**config.mk**
```make
export PLATFORM = sky130hd
export DESIGN_NAME = irq_aggr_top
export DESIGN_NICKNAME = d
export VERILOG_FILES = /design/src/rtl/irq_aggr_pkg.sv /design/src/rtl/irq_w1c_bank.sv /design/src/rtl/irq_src_gate.sv /design/src/rtl/irq_aggr_top.sv
export SDC_FILE = /design/constraint.sdc
export NUM_CORES = 1
export LEC_CHECK = 0
export CORE_ASPECT_RATIO = 0.6
export CORE_MARGIN = 2
export CORE_UTILIZATION = 25
export DETAILED_ROUTE_END_ITERATION = 7
export GPL_ROUTABILITY_DRIVEN = 0
export SYNTH_ARGS = -nofsm -noshare
export SYNTH_HDL_FRONTEND = slang
export SYNTH_SLANG_ARGS = --single-unit
```
**constraint.sdc**
```tcl
create_clock -name clk_i -period 10.5 [get_ports clk_i]
set_input_delay 2.1 -clock clk_i [delete_from_list [all_inputs] [get_ports clk_i]]
set_output_delay 2.1 -clock clk_i [all_outputs]
set_load 0.02 [all_outputs]
```
**src/rtl/irq_aggr_pkg.sv**
```systemverilog
package irq_aggr_pkg;

    localparam int DATA_W    = 32;
    localparam int ADDR_W    = 8;
    localparam int CTL_W     = 5;
    localparam int CH_IDX_W  = 5;
    localparam int MAX_CH    = 31;

    // controller event positions
    localparam int CTL_BIT_BUSERR = 1;
    localparam int CTL_BIT_ERROR  = 2;
    localparam int CTL_BIT_EMPTY  = 3;
    localparam int CTL_BIT_TIMER  = 4;
    localparam logic [CTL_W-1:0] CTL_VALID = 5'b11110;

    localparam logic [ADDR_W-1:0] ADR_CTL_STAT = 8'h00;
    localparam logic [ADDR_W-1:0] ADR_CTL_CLR  = 8'h01;
    localparam logic [ADDR_W-1:0] ADR_CTL_EN   = 8'h02;
    localparam logic [ADDR_W-1:0] ADR_SRC      = 8'h03;
    localparam logic [ADDR_W-1:0] ADR_MASK     = 8'h04;
    localparam logic [ADDR_W-1:0] ADR_CH_BASE  = 8'h10;

    typedef enum logic [3:0] {
        SEL_NONE,
        SEL_CTL_STAT,
        SEL_CTL_CLR,
        SEL_CTL_EN,
        SEL_SRC,
        SEL_MASK,
        SEL_CH_STAT,
        SEL_CH_CLR,
        SEL_CH_EN
    } reg_sel_e;

    typedef struct packed {
        reg_sel_e              sel;
        logic [CH_IDX_W-1:0]   ch;
    } reg_dec_t;

    function automatic reg_dec_t decode_addr(input logic [ADDR_W-1:0] a, input int num_ch);
        reg_dec_t          d;
        logic [ADDR_W-1:0] off;
        d.sel = SEL_NONE;
        d.ch  = '0;
        off   = a - ADR_CH_BASE;
        case (a)
            ADR_CTL_STAT: d.sel = SEL_CTL_STAT;
            ADR_CTL_CLR:  d.sel = SEL_CTL_CLR;
            ADR_CTL_EN:   d.sel = SEL_CTL_EN;
            ADR_SRC:      d.sel = SEL_SRC;
            ADR_MASK:     d.sel = SEL_MASK;
            default: begin
                if (a >= ADR_CH_BASE && int'(off[ADDR_W-1:2]) < num_ch) begin
                    d.ch = off[2 +: CH_IDX_W];
                    case (off[1:0])
                        2'd0:    d.sel = SEL_CH_STAT;
                        2'd1:    d.sel = SEL_CH_CLR;
                        2'd2:    d.sel = SEL_CH_EN;
                        default: d.sel = SEL_NONE;
                    endcase
                end
            end
        endcase
        return d;
    endfunction

endpackage

```
**src/rtl/irq_w1c_bank.sv**
```systemverilog
module irq_w1c_bank #(
    parameter int             W     = 6,
    parameter logic [W-1:0]   VALID = '1
) (
    input  logic         clk_i,
    input  logic         rst_i,
    input  logic [W-1:0] evt_i,
    input  logic         clr_we_i,
    input  logic         en_we_i,
    input  logic [W-1:0] wdata_i,
    output logic [W-1:0] stat_o,
    output logic [W-1:0] en_o,
    output logic         pend_o
);
    logic [W-1:0] stat_q, en_q, clr_bits, stat_d;

    assign clr_bits = clr_we_i ? wdata_i : '0;
    // a fresh event overrides a clear of the same bit
    assign stat_d   = ((stat_q & ~clr_bits) | evt_i) & VALID;

    always_ff @(posedge clk_i) begin
        if (rst_i) begin
            stat_q <= '0;
            en_q   <= '0;
        end else begin
            stat_q <= stat_d;
            if (en_we_i) en_q <= wdata_i & VALID;
        end
    end

    assign stat_o = stat_q;
    assign en_o   = en_q;
    assign pend_o = |(stat_q & en_q);
endmodule

```
**src/rtl/irq_src_gate.sv**
```systemverilog
module irq_src_gate
    import irq_aggr_pkg::*;
#(
    parameter int NUM_CH = 8
) (
    input  logic [NUM_CH-1:0] ch_pend_i,
    input  logic              ctl_pend_i,
    input  logic [DATA_W-1:0] mask_i,
    output logic [DATA_W-1:0] src_o,
    output logic              irq_o
);
    always_comb begin
        src_o                 = '0;
        src_o[NUM_CH-1:0]     = ch_pend_i;
        src_o[DATA_W-1]       = ctl_pend_i;
    end

    assign irq_o = |(src_o & mask_i);
endmodule

```
**src/rtl/irq_aggr_top.sv**
```systemverilog
module irq_aggr_top
    import irq_aggr_pkg::*;
#(
    parameter int NUM_CH   = 8,
    parameter int CH_EVT_W = 6
) (
    input  logic                       clk_i,
    input  logic                       rst_i,
    input  logic                       reg_we_i,
    input  logic [ADDR_W-1:0]          reg_addr_i,
    input  logic [DATA_W-1:0]          reg_wdata_i,
    output logic [DATA_W-1:0]          reg_rdata_o,
    input  logic [NUM_CH*CH_EVT_W-1:0] ch_evt_i,
    input  logic [CTL_W-1:0]           ctl_evt_i,
    output logic                       irq_o
);
    localparam int CH_TOT = NUM_CH * CH_EVT_W;

    reg_dec_t            dec;
    logic [CH_TOT-1:0]   ch_stat_flat, ch_en_flat;
    logic [NUM_CH-1:0]   ch_pend;
    logic [CTL_W-1:0]    ctl_stat, ctl_en;
    logic                ctl_pend;
    logic [DATA_W-1:0]   mask_q, src;

    assign dec = decode_addr(reg_addr_i, NUM_CH);

    for (genvar g = 0; g < NUM_CH; g++) begin : g_ch
        logic hit;
        assign hit = reg_we_i && (int'(dec.ch) == g);
        irq_w1c_bank #(.W(CH_EVT_W), .VALID({CH_EVT_W{1'b1}})) u_bank (
            .clk_i    (clk_i),
            .rst_i    (rst_i),
            .evt_i    (ch_evt_i[g*CH_EVT_W +: CH_EVT_W]),
            .clr_we_i (hit && dec.sel == SEL_CH_CLR),
            .en_we_i  (hit && dec.sel == SEL_CH_EN),
            .wdata_i  (reg_wdata_i[CH_EVT_W-1:0]),
            .stat_o   (ch_stat_flat[g*CH_EVT_W +: CH_EVT_W]),
            .en_o     (ch_en_flat[g*CH_EVT_W +: CH_EVT_W]),
            .pend_o   (ch_pend[g])
        );
    end

    irq_w1c_bank #(.W(CTL_W), .VALID(CTL_VALID)) u_ctl (
        .clk_i    (clk_i),
        .rst_i    (rst_i),
        .evt_i    (ctl_evt_i),
        .clr_we_i (reg_we_i && dec.sel == SEL_CTL_CLR),
        .en_we_i  (reg_we_i && dec.sel == SEL_CTL_EN),
        .wdata_i  (reg_wdata_i[CTL_W-1:0]),
        .stat_o   (ctl_stat),
        .en_o     (ctl_en),
        .pend_o   (ctl_pend)
    );

    always_ff @(posedge clk_i) begin
        if (rst_i)                               mask_q <= '0;
        else if (reg_we_i && dec.sel == SEL_MASK) mask_q <= reg_wdata_i;
    end

    irq_src_gate #(.NUM_CH(NUM_CH)) u_gate (
        .ch_pend_i  (ch_pend),
        .ctl_pend_i (ctl_pend),
        .mask_i     (mask_q),
        .src_o      (src),
        .irq_o      (irq_o)
    );

    always_comb begin
        reg_rdata_o = '0;
        case (dec.sel)
            SEL_CTL_STAT: reg_rdata_o[CTL_W-1:0] = ctl_stat;
            SEL_CTL_EN:   reg_rdata_o[CTL_W-1:0] = ctl_en;
            SEL_SRC:      reg_rdata_o = src;
            SEL_MASK:     reg_rdata_o = mask_q;
            SEL_CH_STAT, SEL_CH_EN: begin
                for (int c = 0; c < NUM_CH; c++) begin
                    if (int'(dec.ch) == c) begin
                        reg_rdata_o[CH_EVT_W-1:0] = (dec.sel == SEL_CH_STAT)
                            ? ch_stat_flat[c*CH_EVT_W +: CH_EVT_W]
                            : ch_en_flat[c*CH_EVT_W +: CH_EVT_W];
                    end
                end
            end
            default:      reg_rdata_o = '0;
        endcase
    end
endmodule

```
==> flow_metrics.py <==
metrics = {
    "clock_network": {
        "clockBufferDepth": 2,
        "holdBufCountCts": 0,
        "clkSinkCount": 136,
        "tritoncts": "done",
        "htree_num_levels": 4,
        "clkLatencyLatePin_ns": 0.44,
        "cts_setup_buffers": 0,
        "clkSlewWorstSetupHoldPaths_ns": 0.06,
        "tritoncts.num_buffers": 17,
        "cts_root_buf": "clkbuf_16",
        "post_cts_resized": 0,
    },
    "synthesis": {
        "synth_top_family_by_area": "simple AND/OR/NAND/NOR gates",
        "synth_xor_area_share_pct": 0.260,
        "synthTopCellsByArea": "dfxtp_1, nand2_1, a21oi_1, mux2i_1, nor2_1",
        "synth-seq-cells": 136,
        "syn_area_um2": 6730,
        "synthArstFlopShare_pct": 0,
        "synth_area_per_cell_um2": 7.78,
        "synth_simple_gate_area_share_pct": 24.5,
        "yosys_warnings": 0,
        "synth_fa_ha_area_share_pct": 0.372,
        "syn-num-nets": 963,
        "synth_compound_area_share_pct": 21.7,
        "synth_edf_count": 0,
        "seq_area_frac_synth_pct": 40.5,
        "syn_inst": 865,
        "synth_top_area_cell": "dfxtp_1",
        "synth_top_area_share_pct": 40.5,
        "synth_top_flop_cell": "dfxtp_1",
        "synthMuxAreaShare_pct": 8.12,
        "synth_cell_types": 69,
    },
    "sta": {
        "fin_setup_tns_ns": 0,
        "tightest_slew_ns": 1.16,
        "finalCritPeriodShare_pct": 79.6,
        "clock_skew_ns": 0,
        "layout_setup_ws_ns": 2.14,
        "setup_viol": 0,
        "rsz0062_at_grt": "false",
        "period_needed_ns": 8.36,
        "timing.fmax_mhz": 120,
        "drv_slew": 0,
        "finalHoldViolations": 0,
        "relSlewSlack_pct": 22.4,
    },
    "final_layout": {
        "area_growth_pct": 31.7,
        "drive_gt1_share_pct": 6.20,
        "antenna_cells": 0,
        "final_cell_mix": "nand2_1, dfxtp_1, clkdlybuf4s50_1",
        "nets": 1053,
        "layout_commonest_cell": "nand2_1",
    },
    "floorplan": {
        "fp.dieW_um": 216,
        "core_area_um2": 26400,
        "ios": 129,
        "die-area_um2": 28300,
        "num_rows": 46,
        "die-height_um": 131,
        "start_util_pct": 25.5,
    },
    "drt": {
        "drt_first_pass_iters": 5,
        "vias_per_cell": 5.09,
        "wire_per_inst_um": 18.6,
        "initialDrtViolationCount": 840,
        "via_count": 6755,
        "totalWireLength_um": 24700,
        "ant_nets": 0,
        "drc": 0,
    },
    "grt": {
        "track_usage_pct": 17.4,
        "overflow": 0,
        "antenna_found_initial": 0,
        "grt_pass1_vias": 6128,
        "grt_max_degree": 71,
        "grt_pass1_wl_um": 36800,
    },
    "setup_path": {
        "cp.arrival_ns": 6.26,
        "cp-start-kind": "input pin",
        "rr_worst_depth": 2,
        "crit_type": "in2out",
        "required_ns": 8.40,
        "r2r-end": "g_ch[2].u_bank.en_o[5]",
        "r2r-start": "g_ch[2].u_bank.en_o[5]",
        "endpoint_kind": "primary output",
        "cp_max_fo": 21,
        "rrSetupSlack_ns": 9.74,
    },
    "placement": {
        "pre_cts_ws_ns": 2.17,
        "dp_hpwl_um": 17400,
        "portBuffers": 127,
    },
    "hold_path": {
        "min_path_cells": 2,
        "hold-path-endpoint": "mask_q[9]",
        "hp-class": "reg2reg",
        "min_from": "mask_q[9]",
    },
    "pwr": {
        "p_leak_nw": 3.11,
        "p_per_area_nw_per_um2": 147,
        "vdd_ir_drop_max_v": 0.0000848,
    },
    "job": {
        "drv_cap": 0,
    },
    "outcome": {
        "outcome": "complete, no violations",
    },
}
-- worst max-delay path, cell delays in order --
cell and delay [ns]:
clkdlybuf4s50_1 0.61, inv_1 0.12, ha_1 0.31, o41a_4 0.59, nor2_4 0.62, buf_4 0.35, mux2i_1 0.10, o211ai_1 0.26
nor4_1 0.09, o31ai_1 0.40, clkdlybuf4s50_1 0.69
-- metal layers --
metal	routed length (um)	up-vias	global-route usage [%]
met4	267	0	4.71
met5	0	-	0
li1	-	3200	-
met1	11900	3232	25.2
met2	10100	294	24.8
met3	2330	29	5.10
-- flip-flops by register name (all words and copies together) (netlist names) --
register and flops:
u_ctl.en_o 4, mask_q 32, g_ch.u_bank.stat_o 48, u_ctl.stat_o 4, g_ch.u_bank.en_o 48
-- per-stage QoR --
stage	total power [W]	instances	util [%]	instance area (um2)	hold slack (ns)
final	0.00131	1328	33.6	8860	0.448
after global routing	0.00135	1328	33.6	8860	0.467
after CTS	0.00132	1328	33.6	8860	0.451
after detailed placement	0.000665	1296	31.1	8230	0.442
after global placement	0.000664	1296	31.1	8230	0.437
after floorplan	0.000603	865	-	6730	0.432
-- report_power, final --
group,internal [W],switching (W),leakage (nW)
Combinational,0.0000509,0.0000581,1.69
Clock,0.000405,0.000245,0.305
Sequential,0.000531,0.0000162,1.11
Total,0.000987,0.000320,3.11
-- final cells by class --
class                   count  area (um2)
fillers                  2797       17600
multi-input cells         658        3700
flip-flops and latches    136        2720
repair buffers            135        1330
clock buffers              22         494
well taps                 360         450
clock inverters            10         140
inverters                   7        26.3
-- cell usage after synthesis, types with 2 or more instances --
cell,count
a22oi_1,32
o21ai_0,35
dfxtp_1,136
o2111ai_1,2
a221oi_1,5
a21o_1,4
ha_1,2
nand2_1,167
o21a_1,2
nor4_1,4
nor2_2,3
a21oi_1,121
nand4_1,5
a211o_1,2
buf_2,8
nor2_1,97
mux2i_1,49
or2_1,2
a22o_1,3
nor3b_1,2
nand3_1,27
inv_1,7
o221ai_1,2
buf_6,4
o211ai_1,5
and2_1,27
xnor2_1,2
nand2b_1,3
o31ai_1,2
o22ai_1,6
and3_1,6
clkbuf_1,52
nor3_1,4
mux2_1,2
-- worst max path at each step --
stage                              from             end  slack [ns]
after floorplan           reg_addr_i[4]  reg_rdata_o[2]        3.96
after global placement    reg_addr_i[4]  reg_rdata_o[0]        2.21
after detailed placement  reg_addr_i[4]  reg_rdata_o[2]        2.17
after CTS                 reg_addr_i[4]  reg_rdata_o[2]        2.16
after global routing      reg_addr_i[4]  reg_rdata_o[2]        1.97
final                     reg_addr_i[4]  reg_rdata_o[2]        2.14
-- logic make-up after synthesis --
group,count (synthesis)
DFF,136
buffers and inverters,71
adders and majority gates,2
xor gates and xnor gates,2
and+or+nand+nor,364
muxes,53
AOI/OAI and AO/OA,237
Power figures use the tool's default switching activity.
